File: src/rtl/tnbr_pkg.sv
package tnbr_pkg;
  typedef enum logic [2:0] {
    ST_IDLE, ST_SORT, ST_LOAD, ST_ISSUE, ST_EVAL, ST_HOLD, ST_DONE
  } tnbr_state_e;
endpackage

File: src/rtl/tnbr_sort.sv
// Serial selection sort: for each output rank, scan all slots one per cycle
// and keep the largest unpicked maximum timestamp (strict compare, so the
// lower slot wins ties).
module tnbr_sort #(
  parameter int NT  = 8,
  parameter int TSW = 16,
  parameter int CW  = 4,
  parameter int IW  = 3
) (
  input  logic              clk,
  input  logic              rst,
  input  logic              start,
  input  logic [CW-1:0]     count,
  input  logic [NT*TSW-1:0] maxts,
  output logic [NT*IW-1:0]  order,
  output logic              done
);
  logic           busy;
  logic [CW-1:0]  rank;
  logic [IW-1:0]  scan;
  logic [IW-1:0]  best_idx;
  logic [TSW-1:0] best_ts;
  logic           best_ok;
  logic [NT-1:0]  picked;
  logic [TSW-1:0] cur_ts;
  logic           take;
  logic [IW-1:0]  win;

  always_comb begin
    cur_ts = maxts[scan*TSW +: TSW];
    take   = busy && (CW'(scan) < count) && !picked[scan] &&
             (!best_ok || cur_ts > best_ts);
    win    = take ? scan : best_idx;
  end

  always_ff @(posedge clk) begin
    if (rst) begin
      busy     <= 1'b0;
      rank     <= '0;
      scan     <= '0;
      best_idx <= '0;
      best_ts  <= '0;
      best_ok  <= 1'b0;
      picked   <= '0;
      order    <= '0;
      done     <= 1'b0;
    end else begin
      done <= 1'b0;
      if (start) begin
        busy    <= 1'b1;
        rank    <= '0;
        scan    <= '0;
        best_ok <= 1'b0;
        picked  <= '0;
      end else if (busy) begin
        if (take) begin
          best_idx <= scan;
          best_ts  <= cur_ts;
          best_ok  <= 1'b1;
        end
        if (scan == IW'(NT-1)) begin
          order[rank*IW +: IW] <= win;
          picked[win]          <= 1'b1;
          best_ok              <= 1'b0;
          scan                 <= '0;
          if (rank == count - CW'(1)) begin
            busy <= 1'b0;
            done <= 1'b1;
          end else begin
            rank <= rank + CW'(1);
          end
        end else begin
          scan <= scan + IW'(1);
        end
      end
    end
  end
endmodule

File: src/rtl/tnbr_agen.sv
// Address generator: registered read address plus remaining-entry counter.
module tnbr_agen #(
  parameter int AW = 6,
  parameter int LW = 7
) (
  input  logic          clk,
  input  logic          rst,
  input  logic          load,
  input  logic [AW-1:0] base,
  input  logic [LW-1:0] len,
  input  logic          step,
  output logic [AW-1:0] addr,
  output logic          empty
);
  logic [LW-1:0] remain;

  always_ff @(posedge clk) begin
    if (rst) begin
      addr   <= '0;
      remain <= '0;
    end else if (load) begin
      addr   <= base;
      remain <= len;
    end else if (step) begin
      addr   <= addr + AW'(1);
      remain <= remain - LW'(1);
    end
  end

  assign empty = (remain == '0);
endmodule

File: src/rtl/tnbr_visit.sv
// Batch-wide visited bitmap, one flag per vertex id.
module tnbr_visit #(
  parameter int VW = 5
) (
  input  logic          clk,
  input  logic          rst,
  input  logic          clr,
  input  logic          set,
  input  logic [VW-1:0] set_idx,
  input  logic [VW-1:0] look_idx,
  output logic          hit
);
  localparam int NV = 1 << VW;
  logic [NV-1:0] seen;

  always_ff @(posedge clk) begin
    if (rst || clr) seen <= '0;
    else if (set)   seen[set_idx] <= 1'b1;
  end

  assign hit = seen[look_idx];
endmodule

File: src/rtl/tnbr_sampler.sv
module tnbr_sampler
  import tnbr_pkg::*;
#(
  parameter int NT  = 8,
  parameter int VW  = 5,
  parameter int TSW = 16,
  parameter int AW  = 6,
  localparam int LW = AW + 1,
  localparam int CW = $clog2(NT + 1),
  localparam int IW = $clog2(NT),
  localparam int DW = 2 * VW + TSW
) (
  input  logic              clk,
  input  logic              rst,
  input  logic              start,
  input  logic [CW-1:0]     tgt_count,
  input  logic [NT*AW-1:0]  tgt_base,
  input  logic [NT*LW-1:0]  tgt_len,
  input  logic [NT*TSW-1:0] tgt_maxts,
  output logic              tbl_rd,
  output logic [AW-1:0]     tbl_addr,
  input  logic [DW-1:0]     tbl_data,
  output logic              out_valid,
  input  logic              out_ready,
  output logic [VW-1:0]     out_root,
  output logic [VW-1:0]     out_nbr,
  output logic [TSW-1:0]    out_ts,
  output logic              done
);
  tnbr_state_e    state;
  logic [CW-1:0]  tpos;
  logic [NT*IW-1:0] order_flat;
  logic           sort_start, sort_done;
  logic [IW-1:0]  cur_idx;
  logic [AW-1:0]  sel_base;
  logic [LW-1:0]  sel_len;
  logic           ag_load, ag_step, ag_empty;
  logic [AW-1:0]  ag_addr;
  logic           vis_clr, vis_hit, emit;
  logic [VW-1:0]  ent_nbr, ent_root;
  logic [TSW-1:0] ent_ts;
  logic           last_tgt;

  assign ent_nbr  = tbl_data[DW-1 -: VW];
  assign ent_root = tbl_data[TSW+VW-1 -: VW];
  assign ent_ts   = tbl_data[TSW-1:0];

  always_comb begin
    cur_idx    = order_flat[tpos*IW +: IW];
    sel_base   = tgt_base[cur_idx*AW +: AW];
    sel_len    = tgt_len[cur_idx*LW +: LW];
    sort_start = (state == ST_IDLE) && start && (tgt_count != '0);
    vis_clr    = (state == ST_IDLE) && start;
    ag_load    = (state == ST_LOAD);
    tbl_rd     = (state == ST_ISSUE) && !ag_empty;
    ag_step    = tbl_rd;
    emit       = (state == ST_EVAL) && (ent_nbr != ent_root) && !vis_hit;
    last_tgt   = (tpos == tgt_count - CW'(1));
  end

  assign tbl_addr = ag_addr;
  assign done     = (state == ST_DONE);

  tnbr_sort #(.NT(NT), .TSW(TSW), .CW(CW), .IW(IW)) u_sort (
    .clk(clk), .rst(rst), .start(sort_start), .count(tgt_count),
    .maxts(tgt_maxts), .order(order_flat), .done(sort_done)
  );

  tnbr_agen #(.AW(AW), .LW(LW)) u_agen (
    .clk(clk), .rst(rst), .load(ag_load), .base(sel_base), .len(sel_len),
    .step(ag_step), .addr(ag_addr), .empty(ag_empty)
  );

  tnbr_visit #(.VW(VW)) u_visit (
    .clk(clk), .rst(rst), .clr(vis_clr), .set(emit), .set_idx(ent_nbr),
    .look_idx(ent_nbr), .hit(vis_hit)
  );

  always_ff @(posedge clk) begin
    if (rst) begin
      state     <= ST_IDLE;
      tpos      <= '0;
      out_valid <= 1'b0;
      out_root  <= '0;
      out_nbr   <= '0;
      out_ts    <= '0;
    end else begin
      case (state)
        ST_IDLE: if (start) state <= (tgt_count == '0) ? ST_DONE : ST_SORT;
        ST_SORT: if (sort_done) begin
          tpos  <= '0;
          state <= ST_LOAD;
        end
        ST_LOAD: state <= ST_ISSUE;
        ST_ISSUE: begin
          if (!ag_empty) state <= ST_EVAL;
          else if (last_tgt) state <= ST_DONE;
          else begin
            tpos  <= tpos + CW'(1);
            state <= ST_LOAD;
          end
        end
        ST_EVAL: begin
          if (emit) begin
            out_root  <= ent_root;
            out_nbr   <= ent_nbr;
            out_ts    <= ent_ts;
            out_valid <= 1'b1;
            state     <= ST_HOLD;
          end else begin
            state <= ST_ISSUE;
          end
        end
        ST_HOLD: if (out_ready) begin
          out_valid <= 1'b0;
          state     <= ST_ISSUE;
        end
        ST_DONE: state <= ST_IDLE;
        default: state <= ST_IDLE;
      endcase
    end
  end
endmodule

File: config.mk
export PLATFORM = sky130hd
export DESIGN_NAME = tnbr_sampler
export DESIGN_NICKNAME = d
export VERILOG_FILES = /design/src/rtl/tnbr_pkg.sv /design/src/rtl/tnbr_sort.sv /design/src/rtl/tnbr_agen.sv /design/src/rtl/tnbr_visit.sv /design/src/rtl/tnbr_sampler.sv
export SDC_FILE = /design/constraint.sdc
export NUM_CORES = 1
export LEC_CHECK = 0
export BUFFER_PORTS_ARGS = -buffer_cell sky130_fd_sc_hd__buf_2
export CORE_MARGIN = 2
export CORE_UTILIZATION = 33
export CTS_CLUSTER_SIZE = 28
export DETAILED_ROUTE_END_ITERATION = 7
export PLACE_DENSITY = 0.66
export SYNTH_ARGS = -nofsm -noshare
export SYNTH_HDL_FRONTEND = slang
export SYNTH_SLANG_ARGS = --single-unit
File: constraint.sdc
create_clock -name clk -period 10.4 [get_ports clk]
set_input_delay 1.04 -clock clk [delete_from_list [all_inputs] [get_ports clk]]
set_output_delay 1.04 -clock clk [all_outputs]
set_load 0.01 [all_outputs]
# [After elaboration in Yosys (flattened, before gate mapping)]
# Cells that the tools add are included.
[word_totals] ff_bits=140 in_bits=266 out_inout_bits=35 word_cells=137
[classes] addsub=7 mul=4 magnitude_cmp=7 eq_ne=16 shift=6 n_mux=37 bitwise=6 reduce_logical=36
[ops] operator="$shiftx 128x8->16" count=1
[ops] operator="$shiftx 56x7->7" count=1
[ops] operator="$shiftx 48x7->6" count=1
[ops] operator="$neg 6->34" count=1
[ops] operator="$shift 3x34->24 const A" count=1
[ops] operator="$shiftx 3x34->24" count=1
[ops] operator="$or 32x32->32" count=1
[ops] operator="$mux 3" count=9
[ops] operator="$bwmux 24" count=1
[ops] operator="$shiftx 24x7->3" count=1
[ops] operator="$pmux 3 s6" count=1
[ops] operator="$gt 16x16->1" count=1
[ops] operator="$reduce_and 3->1" count=5
[ops] operator="$mux 7" count=2
[ops] operator="$mux 1" count=13
[ops] operator="$eq 3x3->1 const B" count=4
[ops] operator="$mul 4x2->6 const B" count=2
[ops] operator="$mux 4" count=3
[ops] operator="$mux 6" count=2
[ops] operator="$logic_and 1x1->1" count=10
[ops] operator="$ne 2x2->1 const B" count=5
[ops] operator="$add 4x1->4 const B" count=2
[ops] operator="$eq 4x4->1" count=2
[ops] operator="$lt 3x4->1 const B" count=2
[ops] operator="33 further kinds" count=47

# [Longest topological paths before layout]
# Gate-level depths: netlist (run 1).
[logic_depth] depth_word=11 depth_mapped=13 mapped_depth_nobuf=10

# [By module]
# From an unflattened synthesis (run 1), not the netlist that was laid out.
[hier_totals] cells_unflattened=980 hier_area_um2=8834.7
[by_module_without_submodules] module="tnbr_sort" n_inst=1 cells_per_inst=413 area_per_inst_um2=4033.9 seq_area_each_um2=1221.2
[by_module_without_submodules] module="tnbr_sampler" n_inst=1 cells_per_inst=328 area_per_inst_um2=2738.9 seq_area_each_um2=680.7
[by_module_without_submodules] module="tnbr_visit" n_inst=1 cells_per_inst=158 area_per_inst_um2=1368.8 seq_area_each_um2=640.6
[by_module_without_submodules] module="tnbr_agen" n_inst=1 cells_per_inst=81 area_per_inst_um2=693.2 seq_area_each_um2=260.2

# [Least setup slack after synthesis (run 1)]
# No wires, ideal clock.
[synth_timing] path_kind="register to register" start="register u_sort.scan[0]" end="register u_sort.order[12]" setup_time_ns=0.147 t_arrival_ns=3.995 t_required_ns=10.253 slack_ns=6.258 stages_incl_launch_ff=13 path_buffers=2 period_less_slack_ns=4.142 path_cell_list="dfxtp_1 -> buf_1 -> buf_2 -> mux4_2 -> mux2_2 -> ha_1 -> and4_1 -> nor4b_1 -> a21bo_2 -> nand4b_1 -> o211ai_1 -> mux2i_1 -> a211oi_1"
[synth_via] word_cells_on_any_way=15 cone_classes="order compare (2); eq/ne (1); shift (2); mux (4); reduce/logical (6)"
[synth_lines] element="from (decl)" line_no="tnbr_sort.sv:20" text="logic [IW-1:0] scan;"
[synth_lines] element="from (signal assigned)" line_no="tnbr_sort.sv:73" text="scan <= scan + IW'(1);"
[synth_lines] element="$shiftx 128x8->16" line_no="tnbr_sort.sv:30" text="cur_ts = maxts[scan*TSW +: TSW];"
[synth_lines] element="net u_sort.cur_ts[11]" line_no="tnbr_sort.sv:25" text="logic [TSW-1:0] cur_ts;"
[synth_lines] element="$gt 16x16->1" line_no="tnbr_sort.sv:32" text="(!best_ok || cur_ts > best_ts);"
[synth_lines] element="$logic_or 1x1->1" line_no="tnbr_sort.sv:32"
[synth_lines] element="$logic_and 1x1->1" line_no="tnbr_sort.sv:31" text="take = busy && (CW'(scan) < count) && !picked[scan] &&"
[synth_lines] element="$mux 3" line_no="tnbr_sort.sv:33" text="win = take ? scan : best_idx;"
[synth_lines] element="$shiftx 3x34->24" line_no="tnbr_sort.sv:62" text="order[rank*IW +: IW] <= win;"
[synth_lines] element="$bwmux 24" line_no="tnbr_sort.sv:62"
[synth_lines] element="to (signal, indexed assignment)" line_no="tnbr_sort.sv:62"
[synth_lines] element="to (decl)" line_no="tnbr_sort.sv:15" text="output logic [NT*IW-1:0] order,"
# The timed path passes the listed nets, and every way through them passes these cells. The select of a mux whose other input is x is not followed.
# A chain may end at the register's enable or synchronous reset.

# [Final worst setup path (run 1)]
# Same ends and word-level chain as after synthesis.

==> results of run 1 <==
[worst max-delay path: cells and delay by family, from the launching register on]
family	cells	cell delay [ns]
muxes	3	1.52
AOI/OAI and AO/OA	3	1.19
buffers and inverters	2	0.95
DFF	1	0.51
and+or+nand+nor	3	0.49
adders and majority gates	1	0.33
[cell usage after synthesis, types with 4 or more instances]
library cell  instances
dfxtp_1             140
mux2i_1              90
nand2_1              85
nor2_1               64
o21ai_0              61
a21oi_1              57
clkbuf_1             46
mux4_2               46
nor3_1               44
ha_1                 30
inv_1                29
mux2_2               27
nand3_1              23
o2bb2ai_1            18
nand4_1              15
xnor2_1              15
nor2b_1              13
buf_2                11
o211ai_1             11
xor2_1               10
a31oi_1               8
and3_1                8
a211oi_1              6
nand3b_1              6
nand2b_1              5
buf_1                 4
nand4b_1              4
o211a_1               4
[stage by stage]
| step | total power, mW | utilization | cell area, µm² | cells |
|---|---|---|---|---|
| after global routing | 1.48 | 0.423 | 11000 | 1542 |
| after CTS | 1.43 | 0.423 | 11000 | 1542 |
| after detailed placement | 0.800 | 0.400 | 10400 | 1510 |
| after floorplan | 0.713 | - | 8670 | 934 |
| final | 1.41 | 0.423 | 11000 | 1542 |
| after global placement | 0.796 | 0.400 | 10400 | 1510 |
[cells by family (layout without fill, tap and decap cells)]
group | count (synthesis) | count (layout)
compound gates | 192 | 192
mux | 163 | 163
xor+xnor | 27 | 27
simple gates | 287 | 287
fa+ha+maj | 30 | 30
buf+inv | 95 | 368
flops | 140 | 140
[registers in the layout, indices dropped and copies added (netlist names)]
name	flops
out_valid	1
u_sort.best_ts	16
u_agen.addr	6
u_sort.scan	3
state	3
u_sort.done	1
u_sort.order	24
out_nbr	5
out_ts	16
u_visit.seen	32
u_agen.remain	7
u_sort.rank	4
u_sort.best_ok	1
tpos	4
u_sort.busy	1
u_sort.best_idx	3
u_sort.picked	8
out_root	5
[final cells by class]
cell class              count  area, µm²
clock inverters            12        149
flip-flops and latches    140       2810
multi-input cells         699       5480
fillers                  2562      14900
well taps                 335        419
inverters                  29        109
repair buffers            307       1550
clock buffers              20        457
[routing by layer]
metal | vias up | part of all wire | track usage
li1 | 3980 | - | -
met5 | - | 0 | 0
met4 | 0 | 0.016 | 0.0537
met3 | 32 | 0.043 | 0.0365
met2 | 202 | 0.51 | 0.316
met1 | 3852 | 0.43 | 0.214
[worst min path at each step]
stage | startpoint | to | slack, ns | cells after the start
6_report | u_visit.seen[11] | u_visit.seen[11] | 0.45 | 2
3_3_place_gp | u_visit.seen[27] | u_visit.seen[27] | 0.43 | 2
5_1_grt | u_visit.seen[22] | u_visit.seen[22] | 0.47 | 2
2_1_floorplan | u_visit.seen[10] | u_visit.seen[10] | 0.42 | 2
3_5_place_dp | u_visit.seen[11] | u_visit.seen[11] | 0.44 | 2
4_1_cts | u_visit.seen[11] | u_visit.seen[11] | 0.45 | 2
[power breakdown]
part / switching, mW / total, mW / internal, mW
Sequential: 0.0141 / 0.562 / 0.548
Combinational: 0.114 / 0.227 / 0.113
Clock: 0.248 / 0.621 / 0.373
==> out/metrics.yaml, run 1 <==
run_status:
  status: "completed"
synthesis:
  synth.avg_cell_area_um2: 9.29
  synthCells: 934
  synth_top_family_by_area: "multiplexers"
  synth.distinct_cells: 60
  async_flop_share: 0
  muxShareOfSynthArea: 0.258
  synth_xor_area_frac: 0.0304
  ys_ff_latch: 140
  yosys.area_share.simple: 0.160
  yosys.area.top_type_share: 0.323
  seq_area_frac_synth: 0.323
  synth_edf_count: 0
  netlist_area_mm2: 0.00867
  synth_area_leaders: "dfxtp_1 32%, mux4_2 12%, mux2i_1 10%"
  synth-warning-count: 0
  synthFlopType: "dfxtp_1"
  synth_adder_area_share: 0.0433
  synth_compound_area_frac: 0.137
  yosys.area.top_type: "dfxtp_1"
  synth_fp_nets: 1230
detailed_routing:
  vias_per_cell: 5.23
  ant_nets: 0
  routedWlPerCell_um: 16.2
  routed_wl_um: 24900
  num_vias: 8066
  first_pass_iters: 5
  drtIter0Drc: 504
  drc_errors: 0
clock_tree:
  hold_buffers: 0
  cts_made_buffers: 17
  cts-root-buf: "clkbuf_16"
  clockBufferDepth: 2
  post-cts-setup-buffer-count: 0
  cts_resized: 0
  clock_sinks: 140
  clk_pin_slew_ns: 0.06
  cts_max_level: 4
  clock_latency_ns: 0.43
  cts_tree: "built"
grt:
  grt_util_all_layers: 0.177
  first_global_vias: 8027
  antenna_found_initial: 0
  grt.overflow.total: 0
  grt_start_max_net_pins: 83
  grt_pass1_wl_um: 40300
worst_setup_path:
  critPathMaxStageDelay_ns: 0.85
  ff2ff_setup_slack_ns: 5.22
  endpoint_kind: "register"
  crit_path_max_fanout: 30
  required_ns: 10.65
  critical_path_class: "reg2reg"
  critPathArrivalTime_ns: 5.43
  critPathSlowestCell: "o211ai_1"
  rr_worst_depth: 12
  crit_top_cell: "buf_4"
  start_kind: "register"
  cp_cell_sequence: "buf_4 > mux4_2 > mux2_2 > ha_1 > and4_1 > nor4b_1 > a21bo_2 > nand4b_1 > o211ai_1 > buf_4 > mux2i_1 > a211oi_1"
  crit_path_start: "u_sort.scan[0]"
  crit_end: "u_sort.order[12]"
  reg2reg_to: "u_sort.order[12]"
  r2r-start: "u_sort.scan[0]"
timing:
  worstMarginPinSlew_ns: 1.10
  max_slew_margin: 0.267
  skew_ns: 0.0168
  period_minus_slack_ns: 5.18
  setup_viol: 0
  rsz0062_at_grt: "no"
  drv_slew: 0
  fin_ws_ns: 5.22
  tns_ns: 0
  clock.fmax_mhz: 193
  hold_viol_final: 0
  timing.hold.ws_ns: 0.452
  final.period_utilization: 0.498
floorplanning:
  die_h_um: 166
  coreArea_mm2: 0.0259
  std_cell_rows: 59
  io_pins: 301
  dieArea_mm2: 0.0276
  start_util: 0.335
  die_w_um: 166
power:
  vdd_drop_max_mv: 0.0665
  p_leak_nw: 4.25
  power.density_mw_per_mm2: 129
placement:
  preCtsSetupSlack_ns: 5.26
  portBuffers: 300
  hpwl_um: 18700
  place.gp.congestion: 0.823
run:
  drv_cap: 0
layout:
  final_common_cell: "buf_2"
  drive_gt1_frac: 0.351
  nets: 1490
  layout_common_cells: "300 x buf_2, 138 x dfxtp_1, 90 x mux2i_1, 85 x nand2_1, 63 x nor2_1"
  diodes: 0
  area_growth_pct: 26.5
hold_path:
  hold_path_class: "reg2reg"
No activity file was read; power rests on OpenSTA's default activity.
==> run 2: changes to the inputs <==
--- a/config.mk
+++ b/config.mk
@@ -10,7 +10,7 @@
 export CORE_UTILIZATION = 33
 export CTS_CLUSTER_SIZE = 28
 export DETAILED_ROUTE_END_ITERATION = 7
-export PLACE_DENSITY = 0.66
+export PLACE_DENSITY = 0.68
 export SYNTH_ARGS = -nofsm -noshare
 export SYNTH_HDL_FRONTEND = slang
 export SYNTH_SLANG_ARGS = --single-unit
==> constraint.sdc (replaced) <==
create_clock -name clk -period 4.61 [get_ports clk]
set_input_delay 0.461 -clock clk [delete_from_list [all_inputs] [get_ports clk]]
set_output_delay 0.461 -clock clk [all_outputs]
set_load 0.01 [all_outputs]
==> out/metrics.yaml, run 2 (synthesis results as in run 1) <==
run_status:
  status: "completed"
detailed_routing:
  vias_per_cell: 5.24  # +0.10%
  ant_nets: 0  # unchanged
  routedWlPerCell_um: 16.2  # +0.30%
  first_pass_iters: 5  # unchanged
  drc_errors: 0  # unchanged
  routed_wl_um: 25100  # +0.82%
  num_vias: 8116  # +0.62%
  drtIter0Drc: 619  # +23%
  wl_met1_um: 10800  # +1.3%
  wl_met3_um: 1350  # +28%
  dr_wl_met2_um: 12600  # -1.8%
  top_layer: "met4"
timing:
  setup_viol: 0  # unchanged
  final.period_utilization: 0.877  # +0.379
  period_minus_slack_ns: 4.04  # -1.14 ns
  clock.fmax_mhz: 247  # +28%
  rsz0062_at_grt: "no"
  skew_ns: 0.0131  # -0.00377 ns
  drv_slew: 0  # unchanged
  hold_viol_final: 0  # unchanged
  worstMarginPinSlew_ns: 1.16  # +0.0637 ns
  tns_ns: 0  # unchanged
  timing.hold.ws_ns: 0.268  # -0.184 ns
  max_slew_margin: 0.221  # -0.0461
clock_tree:
  hold_buffers: 0  # unchanged
  cts_max_level: 4  # unchanged
  cts-root-buf: "clkbuf_16"
  clock_latency_ns: 0.42  # about the same
  clock_sinks: 140  # unchanged
  cts_tree: "built"
  cts_resized: 0  # unchanged
  post-cts-setup-buffer-count: 0  # unchanged
  cts_made_buffers: 17  # unchanged
  clockBufferDepth: 2  # unchanged
  clk_pin_slew_ns: 0.07  # about the same
floorplanning:
  die_h_um: 166  # unchanged
  die_w_um: 166  # unchanged
  start_util: 0.335  # unchanged
  std_cell_rows: 59  # unchanged
  coreArea_mm2: 0.0259  # unchanged
  io_pins: 301  # unchanged
  dieArea_mm2: 0.0276  # unchanged
placement:
  portBuffers: 300  # unchanged
  dp_cells: 1518  # +0.53%
  hpwl_um: 18900  # +1.1%
  place.gp.congestion: 0.859  # +4.4%
worst_setup_path:
  critPathArrivalTime_ns: 4.37  # -1.06 ns
  endpoint_kind: "register"
  start_kind: "register"
  rr_worst_depth: 12  # unchanged
  critical_path_class: "reg2reg"
  r2r-start: "u_sort.scan[0]"
  crit_path_start: "u_sort.scan[0]"
  crit_path_max_fanout: 18  # -40%
  required_ns: 4.94  # -5.71 ns
hold_path:
  hold_path_class: "in2reg"
  min_from: "out_ready"
  whs_path_depth: 2  # unchanged
power:
  power.density_mw_per_mm2: 293  # +130%
  report.power.total_mw: 3.25  # +130%
  p_sw_frac: 0.260  # -0.00775
  p_switching_uw: 842  # +120%
  p_seq_frac: 0.392  # -0.007
  vdd_drop_max_mv: 0.209  # +210%
  comb_power_share: 0.160  # about the same
  p_int_mw: 2.40  # +130%
  p_leak_nw: 4.29  # +0.83%
  clkPwrFrac: 0.448  # +0.008
grt:
  grt_util_all_layers: 0.179  # +0.00222
  antenna_found_initial: 0  # unchanged
  grt_pass1_wl_um: 40700  # +0.98%
  grt_start_max_net_pins: 46  # -45%
  grt.overflow.total: 0  # unchanged
  first_global_vias: 8128  # +1.3%
layout:
  diodes: 0  # unchanged
  area_growth_pct: 27.5
  drive_gt1_frac: 0.356  # +0.00427
  largest_register_ffs: 32  # unchanged
  layout_common_cells: "300 x buf_2, 138 x dfxtp_1, 90 x mux2i_1, 85 x nand2_1, 63 x nor2_1"
  nets: 1498  # +0.54%
  instances_no_fill: 1550  # +0.52%
  largest-register: "u_visit.seen"
  top_regs: "u_visit.seen: 32 flops, u_sort.order: 24 flops"
  final_common_cell: "buf_2"
run:
  drv_cap: 0  # unchanged
run 2: cell count changes in the layout (fill, tap and decap cells not counted):
cell	change
inv_6	-4
inv_8	-1
clkinv_4	-1
clkinvlp_4	+4
bufinv_16	+2
buf_12	+1
clkbuf_8	-2
clkinv_2	+2
buf_4	+7
run 2: worst max-delay path, cell delays in order (launching register included):
cell	delay, ns
dfxtp_2	0.71
buf_12	0.25
mux4_2	0.50
mux2_2	0.29
ha_1	0.29
nand4_1	0.13
nor4b_1	0.47
a21bo_2	0.28
nand4b_1	0.12
o211a_1	0.31
buf_4	0.27
a21oi_1	0.10
nor3_1	0.22
run 2: cell type report:
cell class | count | area, µm²
fillers | 2526 | 14900
repair buffers | 315 | 1630
flip-flops and latches | 140 | 2810
inverters | 29 | 109
multi-input cells | 699 | 5480
clock buffers | 18 | 429
well taps | 335 | 419
clock inverters | 14 | 194
run 2: metal layers:
layer  global-route usage  up-vias
met2                0.312      255
li1                     -     3981
met1                0.223     3846
met4               0.0518        0
met5                    0        -
met3               0.0393       34
run 2: metrics by stage:
step                area (µm²)  utilization  worst slack [ns]
floorplan                 8670            -             0.468
global placement         10400        0.403             0.772
detailed placement       10400        0.403             0.549
CTS                      11100        0.427             0.538
global route             11100        0.427             0.301
finish                   11100        0.427             0.567
run 2: final timing paths:
check,slack (ns),endpoint
max,0.57,u_sort.best_ts[8]
min,0.27,state[2]
max reg2reg,0.57,u_sort.best_ts[8]
min reg2reg,0.45,u_visit.seen[31]
run 2: power by group through the flow:
stage / sequential, mW / combinational [mW] / clock [mW]
2_1_floorplan: 1.28 / 0.328 / 0
6_report: 1.27 / 0.520 / 1.45
5_1_grt: 1.28 / 0.575 / 1.53
3_3_place_gp: 1.30 / 0.509 / 0
3_5_place_dp: 1.30 / 0.519 / 0
4_1_cts: 1.27 / 0.522 / 1.49
==> run 3: changes to the inputs <==
==> constraint.sdc (replaced) <==
create_clock -name clk -period 3.6 [get_ports clk]
set_input_delay 0.36 -clock clk [delete_from_list [all_inputs] [get_ports clk]]
set_output_delay 0.36 -clock clk [all_outputs]
set_load 0.01 [all_outputs]
==> out/metrics.yaml, run 3 (synthesis results as in run 1) <==
run_status:
  status: "completed"
placement:
  place.gp.congestion: 0.857  # -0.29%
  hpwl_um: 18200  # -3.5%
  portBuffers: 300  # unchanged
  post_dp_cell_area_mm2: 0.0106  # +1.3%
  dp_cells: 1529  # +0.72%
layout:
  largest_register_ffs: 32  # unchanged
  diodes: 0  # unchanged
  nets: 1514  # +1.1%
  final_common_cell: "buf_2"
  instances_no_fill: 1566  # +1.0%
  drive_gt1_frac: 0.368  # +0.0124
  final_core_util: 0.434  # +0.00763
  top_regs: "u_visit.seen: 32 flops, u_sort.order: 24 flops"
  layout_common_cells: "300 x buf_2, 138 x dfxtp_1, 87 x mux2i_1, 85 x nand2_1, 63 x nor2_1"
  final_cell_area_mm2: 0.0113  # +1.8%
  largest-register: "u_visit.seen"
  area_growth_pct: 29.8
detailed_routing:
  drc_errors: 0  # unchanged
  num_vias: 8224  # +1.3%
  routed_wl_um: 24300  # -3.3%
  ant_nets: 0  # unchanged
  first_pass_iters: 5  # unchanged
  drtIter0Drc: 430  # -31%
  vias_per_cell: 5.25  # +0.30%
  routedWlPerCell_um: 15.5  # -4.3%
grt:
  grt_pass1_wl_um: 40100  # -1.6%
  grt_start_max_net_pins: 45  # -2.2%
  grt_use_met2: 0.312  # about the same
  busiest_layer: "met2"
  antenna_found_initial: 0  # unchanged
  use_met1: 0.208  # -0.0149
  grt_util_all_layers: 0.173  # -0.00590
  grtUsageMet3: 0.0312  # -0.00810
  grt.overflow.total: 0  # unchanged
  first_global_vias: 8290  # +2.0%
timing:
  drv_slew: 0  # unchanged
  max_slew_margin: 0.337  # +0.116
  worstMarginPinSlew_ns: 0.982  # -0.182 ns
  period_minus_slack_ns: 3.43  # -0.612 ns
  setup_viol: 0  # unchanged
  skew_ns: 0.0144  # +0.00138 ns
  tns_ns: 0  # unchanged
  clock.fmax_mhz: 291  # +18%
  hold_viol_final: 0  # unchanged
  final.period_utilization: 0.953  # +0.0761
worst_setup_path:
  rr_worst_depth: 13  # +1
  reg2reg_to: "u_sort.order[4]"
  critPathArrivalTime_ns: 3.73  # -0.64 ns
  ff2ff_setup_slack_ns: 0.17  # -0.40 ns
  crit_path_max_fanout: 9  # -9
  endpoint_kind: "register"
  critical_path_class: "reg2reg"
  start_kind: "register"
  required_ns: 3.90  # -1.04 ns
  r2r-start: "u_sort.scan[0]"
power:
  comb_power_share: 0.170  # +0.010
  report.power.total_mw: 4.11  # +27%
  clkPwrFrac: 0.436  # -0.012
  p_sw_frac: 0.267  # +0.00721
  power.density_mw_per_mm2: 365  # +25%
  p_leak_nw: 4.38  # +2.2%
  p_int_mw: 3.02  # +26%
  p_switching_mw: 1.10  # +30%
  vdd_drop_max_mv: 0.264  # +26%
  p_seq_frac: 0.393  # about the same
floorplanning:
  coreArea_mm2: 0.0259  # unchanged
  die_w_um: 166  # unchanged
  std_cell_rows: 59  # unchanged
  dieArea_mm2: 0.0276  # unchanged
  die_h_um: 166  # unchanged
  io_pins: 301  # unchanged
  start_util: 0.335  # unchanged
clock_tree:
  cts-root-buf: "clkbuf_16"
  clock_sinks: 140  # unchanged
  cts_made_buffers: 17  # unchanged
  clk_pin_slew_ns: 0.07  # about the same
  cts_max_level: 4  # unchanged
  clock_latency_ns: 0.43  # about the same
  cts_tree: "built"
  clockBufferDepth: 2  # unchanged
  hold_buffers: 0  # unchanged
hold_path:
  min_from: "tbl_data[6]"
  hold_end: "out_ts[6]"
  hold_path_class: "in2reg"
  whs_path_depth: 3  # +1
run:
  drv_cap: 0  # unchanged
-- run 3: cell count changes in the layout (fill, tap and decap cells not counted), moves of 3 or more --
cell	change
mux2i_2	+3
clkinvlp_4	-3
mux2i_1	-3
buf_4	+11
buf_12	+3
-- run 3: what timing repair did --
action | 4_1_cts | 5_1_grt
gates resized for setup | 0 | 2
buffers inserted | 0 | 3
setup endpoints to repair | 0 | 49
-- run 3: layer usage --
layer	wire [µm]	vias up	share of wire
li1	-	4024	-
met1	10300	3919	0.42
met2	12300	248	0.51
met3	1100	33	0.045
met4	527	0	0.022
met5	0	-	0
-- run 3: layout make-up --
type,instances,area [µm²]
timing repair buffer,331,1820
multi-input combinational,699,5490
clock inverter,13,155
tap,335,419
inverter,29,109
fill,2494,14700
clock buffer,19,453
sequential,140,2810
-- run 3: worst max-delay path by stage --
| stage | from | end | slack [ns] | cells past startpoint |
|---|---|---|---|---|
| floorplan | u_sort.scan[0] | u_sort.order[12] | 0.01 | 12 |
| global placement | u_sort.scan[0] | u_sort.order[1] | 0.14 | 13 |
| detailed placement | u_sort.scan[0] | u_sort.order[4] | 0.06 | 13 |
| CTS | u_sort.scan[0] | u_sort.order[4] | 0.02 | 13 |
| global route | u_sort.scan[0] | u_sort.order[10] | -0.002 | 13 |
| finish | u_sort.scan[0] | u_sort.order[4] | 0.17 | 13 |
-- run 3: worst max-delay path, stage by stage, from the launching register on --
cell and delay (ns):
dfxtp_4 0.41, buf_12 0.16, mux4_2 0.48, mux2_2 0.29, ha_1 0.33, and4_1 0.21
nor4b_2 0.17, a21bo_2 0.18, nand4b_1 0.11, o211ai_1 0.22, buf_4 0.21, mux2i_2 0.26
buf_4 0.19, o2bb2ai_1 0.07
-- run 3: power groups by stage --
stage	clock network, mW	logic [mW]	registers, mW
6_report	1.79	0.701	1.62
5_1_grt	1.89	0.784	1.62
4_1_cts	1.83	0.691	1.62
3_5_place_dp	0	0.687	1.65
3_3_place_gp	0	0.676	1.65
2_1_floorplan	0	0.431	1.64
-- run 3: through the flow --
stage / hold WS [ns] / setup slack (ns)
after floorplan: 0.420 / 0.0110
after global placement: 0.430 / 0.136
after detailed placement: 0.440 / 0.0575
after CTS: 0.159 / 0.0190
after global routing: 0.169 / -0.00199
final: 0.174 / 0.169
